### src/rtl/fbip_pkg.sv
package fbip_pkg;
    localparam int unsigned FBIP_ROWS   = 12;
    localparam int unsigned FBIP_COLS   = 54;
    localparam int unsigned FBIP_BYTE_W = 8;

    function automatic int unsigned fbip_cnt_w(input int unsigned len);
        return $clog2(len + 1);
    endfunction
endpackage

### src/rtl/fbip_octet_ctr.sv
module fbip_octet_ctr #(
    parameter int unsigned FRAME_LEN = 648,
    localparam int unsigned CW = fbip_pkg::fbip_cnt_w(FRAME_LEN)
) (
    input  logic clk,
    input  logic rst_n,
    input  logic vld_i,
    input  logic sof_i,
    output logic take_o,
    output logic first_o,
    output logic last_o,
    output logic short_o
);
    typedef struct packed {
        logic [CW-1:0] cnt;
        logic          act;
    } ctr_t;

    ctr_t          st_d, st_q;
    logic [CW-1:0] idx;

    always_comb begin
        idx     = sof_i ? '0 : st_q.cnt;
        first_o = vld_i && sof_i;
        take_o  = vld_i && (sof_i || st_q.act);
        last_o  = take_o && (idx == CW'(FRAME_LEN - 1));
        short_o = first_o && st_q.act;
        st_d    = st_q;
        if (take_o) begin
            if (last_o) begin
                st_d.cnt = '0;
                st_d.act = 1'b0;
            end else begin
                st_d.cnt = idx + CW'(1);
                st_d.act = 1'b1;
            end
        end
    end

    always_ff @(posedge clk or negedge rst_n) begin
        if (!rst_n) st_q <= '0;
        else        st_q <= st_d;
    end

    p_cnt_range_r2: assert property (@(posedge clk) disable iff (!rst_n)
        st_q.cnt < CW'(FRAME_LEN));
    p_sof_restart_r6: assert property (@(posedge clk) disable iff (!rst_n)
        (vld_i && sof_i) |=> (st_q.act && st_q.cnt == CW'(1)));
    p_idle_zero_r7: assert property (@(posedge clk) disable iff (!rst_n)
        !st_q.act |-> (st_q.cnt == '0));
endmodule

### src/rtl/fbip_xor_acc.sv
module fbip_xor_acc #(
    parameter int unsigned W = 8
) (
    input  logic         clk,
    input  logic         rst_n,
    input  logic         take_i,
    input  logic         first_i,
    input  logic [W-1:0] data_i,
    output logic [W-1:0] sum_o
);
    typedef struct packed {
        logic [W-1:0] acc;
    } acc_t;

    acc_t acc_d, acc_q;

    always_comb begin
        sum_o = (first_i ? '0 : acc_q.acc) ^ data_i;
        acc_d = acc_q;
        if (take_i) acc_d.acc = sum_o;
    end

    always_ff @(posedge clk or negedge rst_n) begin
        if (!rst_n) acc_q <= '0;
        else        acc_q <= acc_d;
    end

    p_hold_idle_r7: assert property (@(posedge clk) disable iff (!rst_n)
        !take_i |=> $stable(acc_q));
endmodule

### src/rtl/fbip_result_reg.sv
module fbip_result_reg #(
    parameter int unsigned W = 8
) (
    input  logic         clk,
    input  logic         rst_n,
    input  logic         last_i,
    input  logic         short_i,
    input  logic         inj_i,
    input  logic [W-1:0] sum_i,
    output logic [W-1:0] par_o,
    output logic         valid_o,
    output logic         short_err_o
);
    typedef struct packed {
        logic [W-1:0] par;
        logic         vld;
        logic         shrt;
    } res_t;

    res_t res_d, res_q;

    always_comb begin
        res_d      = res_q;
        res_d.shrt = short_i;
        if (last_i) begin
            res_d.par = sum_i ^ {W{inj_i}};
            res_d.vld = 1'b1;
        end
    end

    always_ff @(posedge clk or negedge rst_n) begin
        if (!rst_n) res_q <= '0;
        else        res_q <= res_d;
    end

    assign par_o       = res_q.par;
    assign valid_o     = res_q.vld;
    assign short_err_o = res_q.shrt;

    p_valid_sticky_r5: assert property (@(posedge clk) disable iff (!rst_n)
        valid_o |=> valid_o);
    p_out_stable_r4: assert property (@(posedge clk) disable iff (!rst_n)
        !last_i |=> $stable(par_o));
    p_zero_before_valid_r1: assert property (@(posedge clk) disable iff (!rst_n)
        !valid_o |-> (par_o == '0));
endmodule

### src/rtl/fbip_gen.sv
module fbip_gen #(
    parameter int unsigned ROWS = fbip_pkg::FBIP_ROWS,
    parameter int unsigned COLS = fbip_pkg::FBIP_COLS,
    parameter int unsigned W    = fbip_pkg::FBIP_BYTE_W,
    localparam int unsigned FRAME_LEN = ROWS * COLS
) (
    input  logic         clk,
    input  logic         rst_n,
    input  logic         sof_i,
    input  logic         vld_i,
    input  logic [W-1:0] data_i,
    input  logic         err_inj_i,
    output logic [W-1:0] par_o,
    output logic         par_vld_o,
    output logic         short_err_o
);
    logic         take, first, last, short_fr;
    logic [W-1:0] sum;

    fbip_octet_ctr #(.FRAME_LEN(FRAME_LEN)) u_ctr (
        .clk(clk), .rst_n(rst_n), .vld_i(vld_i), .sof_i(sof_i),
        .take_o(take), .first_o(first), .last_o(last), .short_o(short_fr)
    );

    fbip_xor_acc #(.W(W)) u_acc (
        .clk(clk), .rst_n(rst_n), .take_i(take), .first_i(first),
        .data_i(data_i), .sum_o(sum)
    );

    fbip_result_reg #(.W(W)) u_res (
        .clk(clk), .rst_n(rst_n), .last_i(last), .short_i(short_fr),
        .inj_i(err_inj_i), .sum_i(sum), .par_o(par_o),
        .valid_o(par_vld_o), .short_err_o(short_err_o)
    );

    p_short_keeps_r6: assert property (@(posedge clk) disable iff (!rst_n)
        short_err_o |-> $stable(par_o));
endmodule

### config.mk
export PLATFORM = sky130hd
export DESIGN_NAME = fbip_gen
export DESIGN_NICKNAME = d
export VERILOG_FILES = /design/src/rtl/fbip_pkg.sv /design/src/rtl/fbip_octet_ctr.sv /design/src/rtl/fbip_xor_acc.sv /design/src/rtl/fbip_result_reg.sv /design/src/rtl/fbip_gen.sv
export SDC_FILE = /design/constraint.sdc
export NUM_CORES = 1
export LEC_CHECK = 0
export CAP_MARGIN = 10
export CORE_MARGIN = 2
export CORE_UTILIZATION = 48
export DETAILED_ROUTE_END_ITERATION = 6
export GPL_TIMING_DRIVEN = 0
export HOLD_SLACK_MARGIN = 0.03
export PLACE_DENSITY = 0.75
export SETUP_SLACK_MARGIN = 0.5
export SLEW_MARGIN = 30
export SYNTH_ARGS = -nofsm -noshare
export SYNTH_HDL_FRONTEND = slang
export SYNTH_SLANG_ARGS = --single-unit
### constraint.sdc
create_clock -name clk -period 2 [get_ports clk]
set_clock_uncertainty 0.2 [all_clocks]
set_input_delay 0.5 -clock clk [delete_from_list [all_inputs] [get_ports clk]]
set_output_delay 0.5 -clock clk [all_outputs]
set_load 0.005 [all_outputs]
# Yosys cells after proc, flatten, opt, wreduce, memory -nomap -nowiden
# Index checks and enable logic that the tools add are counted.
[classes]
add_sub_neg = 1
eq_ne = 1
mux = 3
n_bitwise = 2
reduce_logical = 5
[ops]
columns = ["op", "n"]
rows = [
  ["$xor 8x8->8", 2],
  ["$mux 11", 1],
  ["$add 10x1->10 const B", 1],
  ["$eq 10x10->1 const B", 1],
  ["$mux 10", 1],
  ["$mux 8", 1],
  ["$logic_and 1x1->1", 4],
  ["$logic_or 1x1->1", 1],
]
[word_totals]
regBits = 29
in_bits = 13
output_inout_bits = 10
wordCells = 18

# Longest topological paths before layout
# Gate-level depths: netlist of the first run.
[depth]
ltp_word = 4
mapped_depth = 9
depth_no_buf = 6

# Modules after synthesis
# Synthesis of the first run repeated with hierarchy kept, for this count alone.
[unflattened]
hier_cells = 174
area_unflattened_um2 = 1704.1
[modules_own_cells]
columns = ["module", "n_inst", "cells_each", "area_per_inst_um2", "seq_area_each_um2"]
rows = [
  ["fbip_octet_ctr", 1, 76, 653.1, 275.3],
  ["fbip_xor_acc", 1, 60, 624.3, 200.2],
  ["fbip_result_reg", 1, 38, 426.7, 250.2],
]

# Least setup slack after synthesis of the first run
# No wires, ideal clock.
[synth_path]
kind = "input -> register"
startpoint = "input sof_i"
endpoint = "register u_res.res_q, in the netlist u_res.par_o[0]"
setup_time_ns = 0.125
arrival_time_ns = 2.003
required_time_ns = 1.675
setup_slack_ns = -0.328
cell_stages = 8
n_path_buf = 2
path_cell_list = "buf_6 buf_4 nor2b_1 ha_1 and4b_1 and2_2 nand4b_4 mux2_2"
[synth_between]
elab_chain_len = 4
elab_cells_between_ends = 9
classes_between = "eq/ne: 1; mux: 2; bitwise: 2; reduce/logical: 4"
[synth_rtl]
columns = ["item", "line", "rtl"]
rows = [
  ["start, declared", "fbip_gen.sv:9", "input logic sof_i,"],
  ["branches (longest 4 deep; another with $mux 10)", "n/a", ""],
  ["end signal, assigned", "fbip_result_reg.sv:33", "else res_q <= res_d;"],
  ["end, declared", "fbip_result_reg.sv:20", "res_t res_d, res_q;"],
]
# Parallel ways; which one is timed is not known.
# A chain may end at the register's enable or synchronous reset.

# Worst setup path in the final report of the first run
[layout_path]
startpoint = "register u_ctr.st_q[1] (netlist bit)"
endpoint = "register u_ctr.st_q[10] (netlist bit)"
[layout_between]
elab_chain_len = 4
elab_cells_between_ends = 5
classes_between = "add/sub: 1; eq/ne: 1; mux: 2; reduce/logical: 1"
[layout_rtl]
columns = ["item", "line", "rtl"]
rows = [
  ["start, declared", "fbip_octet_ctr.sv:19", "ctr_t st_d, st_q;"],
  ["start signal, assigned", "fbip_octet_ctr.sv:42", "else st_q <= st_d;"],
  ["$mux 10 (*)", "fbip_octet_ctr.sv:23", "idx = sof_i ? '0 : st_q.cnt;"],
  ["branches (longest 2 deep; another with $add 10x1->10)", "n/a", ""],
  ["$mux 11 (*)", "fbip_octet_ctr.sv:30", "if (last_o) begin"],
]
# Mark *: on every way between the ends.

==> results.py, run 1 <==
metrics = {
    "global_routing": {
        "track_usage_pct": 21.9,
        "antenna_found_initial": 0,
        "grt-ovfl-total": 0,
        "grt_max_degree": 30,
        "grt_pass1_vias": 1331,
        "grt_pass1_wl_mm": 5.93,
    },
    "critical_path": {
        "cp-endpoint": "u_ctr.st_q[10]$_DFFE_PN0P_",
        "worstPathRequired_ns": 2.02,
        "worstPathArrival_ns": 2.01,
        "crit_path_start": "u_ctr.st_q[1]$_DFFE_PN0P_",
        "worstSetupEndpointType": "flip-flop",
        "regToRegStartpoint": "u_ctr.st_q[1]$_DFFE_PN0P_",
        "r2r_slack_ns": 0.006,
        "r2r-end": "u_ctr.st_q[10]$_DFFE_PN0P_",
        "critPathKind": "flip-flop to flip-flop",
        "cp_max_fo": 7,
        "rr_worst_depth": 7,
        "cp-start-kind": "flip-flop",
        "crit_chain": "nor2b_4 -> ha_4 -> and4b_1 -> and4b_1 -> buf_6 -> nor3_2 -> a221o_1",
        "crit_top_cell": "and4b_1",
        "crit_path_max_incr_delay_ns": 0.38,
        "cp_slowest_cell": "dfrtp_1",
    },
    "flow_run": {
        "max-cap-violations": 0,
    },
    "routing": {
        "viasPerCell": 5.59,
        "drtAntennaViolNets": 0,
        "vias": 1420,
        "first_iter_violations": 76,
        "routed_wl_mm": 4.08,
        "drc": 0,
        "wire_per_inst_um": 16.1,
        "drt_first_pass_iters": 4,
    },
    "clock_tree": {
        "cts_buffers": 5,
        "insertion_delay_ns": 0.34,
        "cts_buffer_depth": 2,
        "cts.sinks": 29,
        "clockRootBuffer": "clkbuf_4",
        "cts.clk_slew.worst_paths_ns": 0.10,
        "cts_tree": "yes",
        "htreeDepth": 2,
    },
    "final_layout": {
        "final_cell_mix": "29 x dfrtp_1, 16 x buf_4, 16 x a21oi_1, 16 x nand2_1, 12 x buf_2",
        "drive_gt1_share_pct": 33.3,
        "finalInstanceArea_mm2": 0.00223,
        "final_nets": 223,
        "synthToLayoutAreaGrowth_pct": 39.5,
        "nFillCells": 230,
        "fin_cells": 254,
        "layout_commonest_cell": "dfrtp_1",
        "antenna_cells": 0,
    },
    "synthesis": {
        "synth_edf_count": 0,
        "ys_ff_latch": 29,
        "synth-warning-count": 0,
        "syn_nets": 174,
        "synth_area_mm2": 0.00160,
        "syn_avg_cell_area_um2": 10.0,
        "synth-seq-area-share_pct": 45.3,
        "ys.flop_type": "dfrtp_1",
        "ys_async_sr_fraction_pct": 100,
        "synth_cells": 160,
        "ys_types": 37,
    },
    "pwr": {
        "peakVddDrop_mv": 0.410,
        "power.density_mw_per_mm2": 658,
        "leakagePower_nw": 1.04,
    },
    "sta": {
        "finalCritPeriodShare_pct": 99.7,
        "slew_viol_final": 0,
        "tightest_slew_ns": 0.672,
        "fin_crit_ns": 1.99,
        "finalSetupViolCount": 0,
        "fmax_mhz": 502,
        "setup_slack_ns": 0.00618,
        "slew_headroom_pct": 55.2,
        "rsz0062_at_grt": "yes",
        "setup_tns_ns": 0,
        "hold_violations": 0,
    },
    "die": {
        "die_w_um": 61.7,
        "core-area_mm2": 0.00310,
        "dieHeight_um": 61.7,
        "io_pins": 23,
        "row_count": 20,
        "die_area_mm2": 0.00381,
        "initial_core_util_pct": 51.6,
    },
    "placed_design": {
        "place_area_mm2": 0.00187,
        "hpwl_mm": 2.31,
        "pre_cts_ws_ns": -0.466,
        "port_buffers": 20,
        "place_congestion": 0.787,
        "dp.cells": 224,
    },
    "min_path": {
        "hp-start": "u_res.par_o[7]$_DFFE_PN0P_",
        "min_path_type": "flip-flop to flip-flop",
    },
    "outcome": {
        "outcome": "finished clean",
    },
}
## kinds of logic after synthesis
logic type / share of synthesized area [%]
xor+xnor: 8.76
fa+ha+maj: 0.782
flops: 45.3
simple gates: 19.3
mux: 6.26
buf+inv: 3.44
compound gates: 16.1
## cell type report
type | instances | area [µm²] | area share [%]
inverters | 1 | 3.75 | 0.168
multi-input cells | 122 | 907 | 40.6
clock buffers | 7 | 55.1 | 2.47
plain buffers | 9 | 101 | 4.54
repair buffers | 41 | 354 | 15.9
clock inverters | 1 | 30.0 | 1.35
well taps | 44 | 55.1 | 2.47
flip-flops and latches | 29 | 726 | 32.5
## stage by stage
stage	hold WS (ns)	power [mW]	util, %
final	0.306	1.47	71.9
after global routing	0.321	1.54	71.9
after global placement	0.248	0.877	60.6
after CTS	0.310	1.42	66.9
after detailed placement	0.254	0.890	60.4
after floorplan	0.00441	0.814	-
## how the worst min path moves through the flow
| stage | to | slack, ns | depth (start not counted) |
|---|---|---|---|
| after CTS | u_res.par_o[1]$_DFFE_PN0P_ | 0.31 | 1 |
| after global routing | u_res.par_o[1]$_DFFE_PN0P_ | 0.32 | 1 |
| after global placement | u_res.valid_o$_DFFE_PN0P_ | 0.25 | 1 |
| after floorplan | u_acc.acc_q[0]$_DFFE_PN0P_ | 0.004 | 0 |
| after detailed placement | u_res.valid_o$_DFFE_PN0P_ | 0.25 | 1 |
| final | u_res.par_o[7]$_DFFE_PN0P_ | 0.31 | 1 |
## per-layer routing
metal / track usage [%] / routed length [µm]
met1: 26.7 / 1660
met2: 35.0 / 2150
met3: 7.25 / 207
met4: 10.3 / 61
met5: 0 / 0
## critical path, delay by kind of cell, from the launching register on
family	cells	cell delay [ns]
flops	1	0.38
fa+ha+maj	1	0.14
simple gates	4	0.72
buf+inv	1	0.14
compound gates	1	0.29
## Yosys cell counts (2+ instances only)
master,number,area [µm²]
o31ai_1,4,30.0
clkbuf_1,2,7.51
nor2b_1,3,18.8
nand2_1,17,63.8
dfrtp_1,29,726
buf_4,2,15.0
xnor2_1,8,70.1
nor3_1,3,15.0
and4b_1,3,30.0
mux2_2,8,90.1
buf_2,2,10.0
o21ai_0,12,60.1
xor2_1,8,70.1
nand3_1,11,55.1
buf_1,2,7.51
a21oi_1,20,100
a22o_1,3,26.3
nor2_1,4,15.0
## registers in the layout, indices dropped and copies added (netlist names)
| register | flops |
|---|---|
| u_acc.acc_q | 8 |
| u_res.short_err_o | 1 |
| u_ctr.st_q | 11 |
| u_res.valid_o | 1 |
| u_res.par_o | 8 |
## report_power, final
part           total [mW]  switching, mW  internal [mW]  leakage (nW)
clock               0.508          0.210          0.298        0.0455
sequential          0.661         0.0353          0.625         0.373
combinational       0.300          0.144          0.156         0.622
## repair_timing
action	CTS	global route
endpoints found under the hold margin	29	0
buffers inserted	11	7
cloned	1	2
endpoints found under the setup margin	39	38
pin swaps	7	8
hold buffers	1	0
resized for setup	56	14
No activity file was read; power rests on OpenSTA's default activity.
==> run 2: changes to the inputs <==
SETUP_SLACK_MARGIN = not set   (was 0.5)
==> results.py, run 2 (synthesized netlist as in run 1, its figures left out) <==
metrics = {
    "pwr": {
        "power.share.clock_pct": 28.6,
        "power.density_mw_per_mm2": 617,
        "p_sw_share_pct": 28.3,
        "peakVddDrop_mv": 0.462,
        "intPower_mw": 0.916,
        "leakagePower_nw": 0.910,
        "p_sw_mw": 0.361,
        "p_seq_share_pct": 51.5,
        "combPwrFrac_pct": 19.9,
    },
    "die": {
        "initial_core_util_pct": 51.6,
        "die_w_um": 61.7,
        "die_area_mm2": 0.00381,
        "dieHeight_um": 61.7,
        "io_pins": 23,
        "row_count": 20,
        "core-area_mm2": 0.00310,
    },
    "placed_design": {
        "port_buffers": 20,
        "place_congestion": 0.849,
        "dp.cells": 224,
        "hpwl_mm": 2.37,
        "pre_cts_ws_ns": -0.464,
    },
    "routing": {
        "vias": 1363,
        "routed_wl_mm": 3.76,
        "drtAntennaViolNets": 0,
        "wire_per_inst_um": 15.7,
        "drt_first_pass_iters": 4,
        "viasPerCell": 5.70,
        "drc": 0,
        "first_iter_violations": 64,
    },
    "global_routing": {
        "grt_pass1_wl_mm": 5.79,
        "track_usage_pct": 22.1,
        "grt_max_degree": 30,
        "grt-ovfl-total": 0,
        "grt_pass1_vias": 1247,
        "antenna_found_initial": 0,
    },
    "clock_tree": {
        "cts.sinks": 29,
        "htreeDepth": 2,
        "cts_tree": "yes",
        "clockRootBuffer": "clkbuf_4",
        "insertion_delay_ns": 0.33,
        "cts.clk_slew.worst_paths_ns": 0.09,
        "cts_buffer_depth": 2,
        "cts_buffers": 5,
    },
    "sta": {
        "hold_violations": 0,
        "fin_crit_ns": 1.97,
        "finalSetupViolCount": 0,
        "rsz0062_at_grt": "yes",
        "slew_viol_final": 0,
        "tightest_slew_ns": 0.647,
        "fmax_mhz": 509,
        "finalCritPeriodShare_pct": 98.3,
        "setup_tns_ns": 0,
        "setup_slack_ns": 0.0347,
        "slew_headroom_pct": 56.8,
    },
    "critical_path": {
        "cp_slowest_cell": "dfrtp_1",
        "cp-start-kind": "flip-flop",
        "cp-endpoint": "u_res.par_o[1]$_DFFE_PN0P_",
        "crit_path_start": "u_ctr.st_q[2]$_DFFE_PN0P_",
        "worstPathArrival_ns": 1.99,
        "r2r_slack_ns": 0.03,
        "regToRegStartpoint": "u_ctr.st_q[2]$_DFFE_PN0P_",
        "critPathKind": "flip-flop to flip-flop",
        "worstPathRequired_ns": 2.02,
        "crit_chain": "nor2b_4 -> ha_4 -> and4b_1 -> and2_4 -> nand4b_4 -> mux2_4",
        "cp_max_fo": 5,
        "crit_path_max_incr_delay_ns": 0.37,
        "worstSetupEndpointType": "flip-flop",
        "r2r-end": "u_res.par_o[1]$_DFFE_PN0P_",
        "rr_worst_depth": 6,
    },
    "final_layout": {
        "fin_cells": 239,
        "drive_gt1_share_pct": 20.5,
        "antenna_cells": 0,
        "final_cell_mix": "29 x dfrtp_1, 20 x a21oi_1, 18 x clkdlybuf4s50_1",
        "synthToLayoutAreaGrowth_pct": 29.2,
        "seq_area_um2": 726,
        "largest_reg_flops": 11,
        "largest_register": "u_ctr.st_q",
        "final_nets": 209,
        "multi_input_comb_area_um2": 908,
        "layout_commonest_cell": "dfrtp_1",
        "nFillCells": 277,
    },
    "outcome": {
        "outcome": "finished clean",
    },
    "flow_run": {
        "max-cap-violations": 0,
    },
    "min_path": {
        "min_path_type": "flip-flop to flip-flop",
    },
}
## run 2: cell types whose count changed in the layout (fill, tap and decap cells not counted), sizes merged
cell / before / now
buf: 36 / 14
bufinv: 1 / 0
clkbuf: 11 / 9
clkdlybuf4s50: 8 / 18
dlygate4sd2: 1 / 0
dlymetal6s2s: 0 / 1
## run 2: per-stage QoR
stage                     util (%)  power [mW]  hold slack (ns)  cell area, µm²
after floorplan                  -       0.813          0.00441            1620
after global placement        60.4       0.878            0.249            1870
after detailed placement      60.2       0.890            0.251            1870
after CTS                     64.9        1.27            0.277            2010
after global routing          66.7        1.35            0.307            2070
final                         66.7        1.28            0.269            2070
## run 2: how the worst min path moves through the flow
| stage | start | endpoint | slack [ns] | depth (start not counted) |
|---|---|---|---|---|
| 2_1_floorplan | rst_n | u_acc.acc_q[0]$_DFFE_PN0P_ | 0.004 | 0 |
| 3_3_place_gp | u_res.valid_o$_DFFE_PN0P_ | u_res.valid_o$_DFFE_PN0P_ | 0.25 | 1 |
| 3_5_place_dp | u_res.valid_o$_DFFE_PN0P_ | u_res.valid_o$_DFFE_PN0P_ | 0.25 | 1 |
| 4_1_cts | u_res.valid_o$_DFFE_PN0P_ | u_res.valid_o$_DFFE_PN0P_ | 0.28 | 1 |
| 5_1_grt | sof_i | u_ctr.st_q[8]$_DFFE_PN0P_ | 0.31 | 3 |
| 6_report | u_res.valid_o$_DFFE_PN0P_ | u_res.valid_o$_DFFE_PN0P_ | 0.27 | 1 |
## run 2: worst max-delay path, delay by kind of cell, from the launching register on
| family | cells | cell delay, ns |
|---|---|---|
| adders and majority gates | 1 | 0.15 |
| DFF | 1 | 0.37 |
| and+or+nand+nor | 4 | 0.79 |
| muxes | 1 | 0.34 |
## run 2: timing repair
item / 4_1_cts / 5_1_grt
endpoints found under the setup margin: 11 / 11
pin swaps: 3 / 3
gates cloned: 1 / 0
hold buffers: 1 / 0
endpoints found under the hold margin: 29 / 0
gates resized for setup: 7 / 9
buffers inserted: 5 / 1
## run 2: routing by layer
| layer | GRT usage, % | share of wire (%) |
|---|---|---|
| met4 | 9.42 | 2.4 |
| met3 | 7.66 | 5.8 |
| met2 | 32.9 | 48 |
| met1 | 29.3 | 44 |
| met5 | 0 | 0 |
## run 2: power by group through the flow
| stage | Clock [mW] | Combinational (mW) | Sequential [mW] |
|---|---|---|---|
| after floorplan | 0 | 0.153 | 0.660 |
| after CTS | 0.376 | 0.243 | 0.654 |
| after detailed placement | 0 | 0.224 | 0.666 |
| after global placement | 0 | 0.215 | 0.664 |
| final | 0.365 | 0.255 | 0.657 |
| after global routing | 0.409 | 0.284 | 0.661 |
## run 2: layout make-up
type / count / share of cell area [%]
multi-input combinational: 122 / 43.9
sequential: 29 / 35.1
timing repair buffer: 27 / 12.2
buffer: 9 / 3.27
clock buffer: 7 / 2.66
tap: 44 / 2.66
inverter: 1 / 0.181
==> run 3: changes to the inputs <==
CORE_ASPECT_RATIO = 1.4   (was not set)
TNS_END_PERCENT = 1   (was not set)
==> results.py, run 3 (synthesized netlist as in run 1, its figures left out) <==
metrics = {
    "outcome": {
        "outcome": "finished clean",
    },
    "critical_path": {
        "cp_num_cells": 6,
        "cp_max_fo": 5,
        "crit_path_max_incr_delay_ns": 0.37,
        "critPathBufInv": 0,
        "regToRegStartpoint": "u_ctr.st_q[2]$_DFFE_PN0P_",
        "critPathKind": "flip-flop to flip-flop",
        "cp-start-kind": "flip-flop",
        "r2r_slack_ns": 0.06,
        "r2r-end": "u_res.par_o[0]$_DFFE_PN0P_",
        "crit_chain": "nor2b_4 -> ha_4 -> and4b_1 -> and2_4 -> nand4b_4 -> mux2_4",
        "crit_path_start": "u_ctr.st_q[2]$_DFFE_PN0P_",
        "rr_worst_depth": 6,
        "worstPathArrival_ns": 1.90,
        "worstSetupEndpointType": "flip-flop",
        "cp_top_family": "simple AND/OR/NAND/NOR gates",
        "cp_slowest_cell": "dfrtp_1",
        "worstPathRequired_ns": 1.97,
    },
    "final_layout": {
        "final_core_util_pct": 66.0,
        "largest_reg_flops": 11,
        "multi_input_comb_area_um2": 880,
        "layout_commonest_cell": "dfrtp_1",
        "seq_area_um2": 726,
        "largest_register": "u_ctr.st_q",
        "nFillCells": 252,
        "drive_gt1_share_pct": 19.9,
        "final_cell_mix": "29 x dfrtp_1, 20 x a21oi_1, 18 x clkdlybuf4s50_1",
        "synthToLayoutAreaGrowth_pct": 30.0,
        "final_nets": 209,
        "antenna_cells": 0,
    },
    "sta": {
        "fin_crit_ns": 1.94,
        "slew_viol_final": 0,
        "slew_headroom_pct": 57.6,
        "tightest_slew_ns": 0.636,
        "finalCritPeriodShare_pct": 97.0,
        "hold_slack_ns": 0.0300,
        "finalSetupViolCount": 0,
        "hold_violations": 0,
        "fmax_mhz": 516,
        "rsz0062_at_grt": "no",
    },
    "global_routing": {
        "grt_pass1_wl_mm": 6.24,
        "grt_max_degree": 30,
        "grt_pass1_vias": 1334,
        "grt-ovfl-total": 0,
        "antenna_found_initial": 0,
        "track_usage_pct": 22.1,
    },
    "placed_design": {
        "hpwl_mm": 2.44,
        "place_congestion": 0.877,
        "port_buffers": 20,
    },
    "pwr": {
        "power.density_mw_per_mm2": 734,
        "peakVddDrop_mv": 0.750,
        "leakagePower_nw": 0.919,
    },
    "clock_tree": {
        "cts_buffer_depth": 2,
        "cts.clk_slew.worst_paths_ns": 0.06,
        "hold_buffers": 0,
        "cts.sinks": 29,
        "htreeDepth": 2,
        "cts_buffers": 5,
        "cts_tree": "yes",
        "insertion_delay_ns": 0.28,
        "clockRootBuffer": "clkbuf_8",
    },
    "die": {
        "row_count": 24,
        "die_area_mm2": 0.00382,
        "core-area_mm2": 0.00315,
        "io_pins": 23,
        "dieHeight_um": 72.3,
        "initial_core_util_pct": 50.8,
        "die_w_um": 52.8,
    },
    "routing": {
        "vias": 1357,
        "drtAntennaViolNets": 0,
        "first_iter_violations": 68,
        "routed_wl_mm": 3.68,
        "drt_first_pass_iters": 4,
        "viasPerCell": 5.77,
        "drc": 0,
        "wire_per_inst_um": 15.7,
    },
    "min_path": {
        "min_path_type": "input port to asynchronous set/reset pin",
    },
    "flow_run": {
        "max-cap-violations": 0,
    },
}
[run 3: cell types whose count changed in the layout (fill, tap and decap cells not counted), sizes merged]
cell          previous run  this run
dlymetal6s2s             1         0
dlygate4sd2              0         1
bufinv                   0         1
dlygate4sd3              1         0
buf                     14        15
[run 3: worst max-delay path by stage]
stage                                       to  slack, ns
CTS                 u_res.par_o[0]$_DFFE_PN0P_     -0.007
global route        u_res.par_o[0]$_DFFE_PN0P_      0.005
detailed placement  u_res.par_o[0]$_DFFE_PN0P_      -0.47
floorplan           u_res.par_o[0]$_DFFE_PN0P_      -0.27
global placement    u_res.par_o[0]$_DFFE_PN0P_      -0.43
finish              u_res.par_o[0]$_DFFE_PN0P_       0.06
[run 3: metrics by stage]
step | instance area (µm²) | setup WS, ns | setup TNS, ns | std cells | power, mW
2_1_floorplan | 1610 | -0.266 | -2.86 | 160 | 0.813
3_3_place_gp | 1860 | -0.425 | -14.82 | 219 | 0.877
3_5_place_dp | 1860 | -0.472 | -8.28 | 219 | 0.890
4_1_cts | 2060 | -0.00723 | -0.00723 | 233 | 1.53
5_1_grt | 2080 | 0.00474 | 0 | 235 | 1.59
6_report | 2080 | 0.0605 | 0 | 235 | 1.53
[run 3: cell type report]
class	instances	share of cell area [%]
well taps	39	2.35
plain buffers	8	2.53
clock buffers	7	4.15
clock inverters	1	1.44
flip-flops and latches	29	34.9
repair buffers	28	12.2
inverters	1	0.180
multi-input cells	122	42.3
[run 3: where the power goes]
| part | switching [mW] | total, mW | leakage, nW | internal, mW |
|---|---|---|---|---|
| Combinational | 0.121 | 0.240 | 0.487 | 0.118 |
| Sequential | 0.0312 | 0.658 | 0.373 | 0.627 |
| Clock | 0.224 | 0.630 | 0.0585 | 0.406 |
| Total | 0.377 | 1.53 | 0.919 | 1.15 |
[run 3: layer usage]
metal  share of wire, %  vias up  track usage [%]
li1                   -      649                -
met1                 38      648             25.6
met2                 53       49             38.6
met3                6.9       11             4.53
met4                2.0        0             9.40
met5                  0        -                0
[run 3: worst reg2reg max path, delay by kind of cell (launching register included)]
kind                     cells  cell delay [ns]
multiplexers                 1             0.34
flip-flops                   1             0.37
AND/OR/NAND/NOR              4             0.78
adder cells (fa/ha/maj)      1             0.14
[run 3: what timing repair did]
action | in CTS | in global routing
buffers inserted | 5 | 3
endpoints found under the setup margin | 12 | 9
cloned | 1 | 0
pin swaps | 2 | 4
resized for setup | 9 | 1
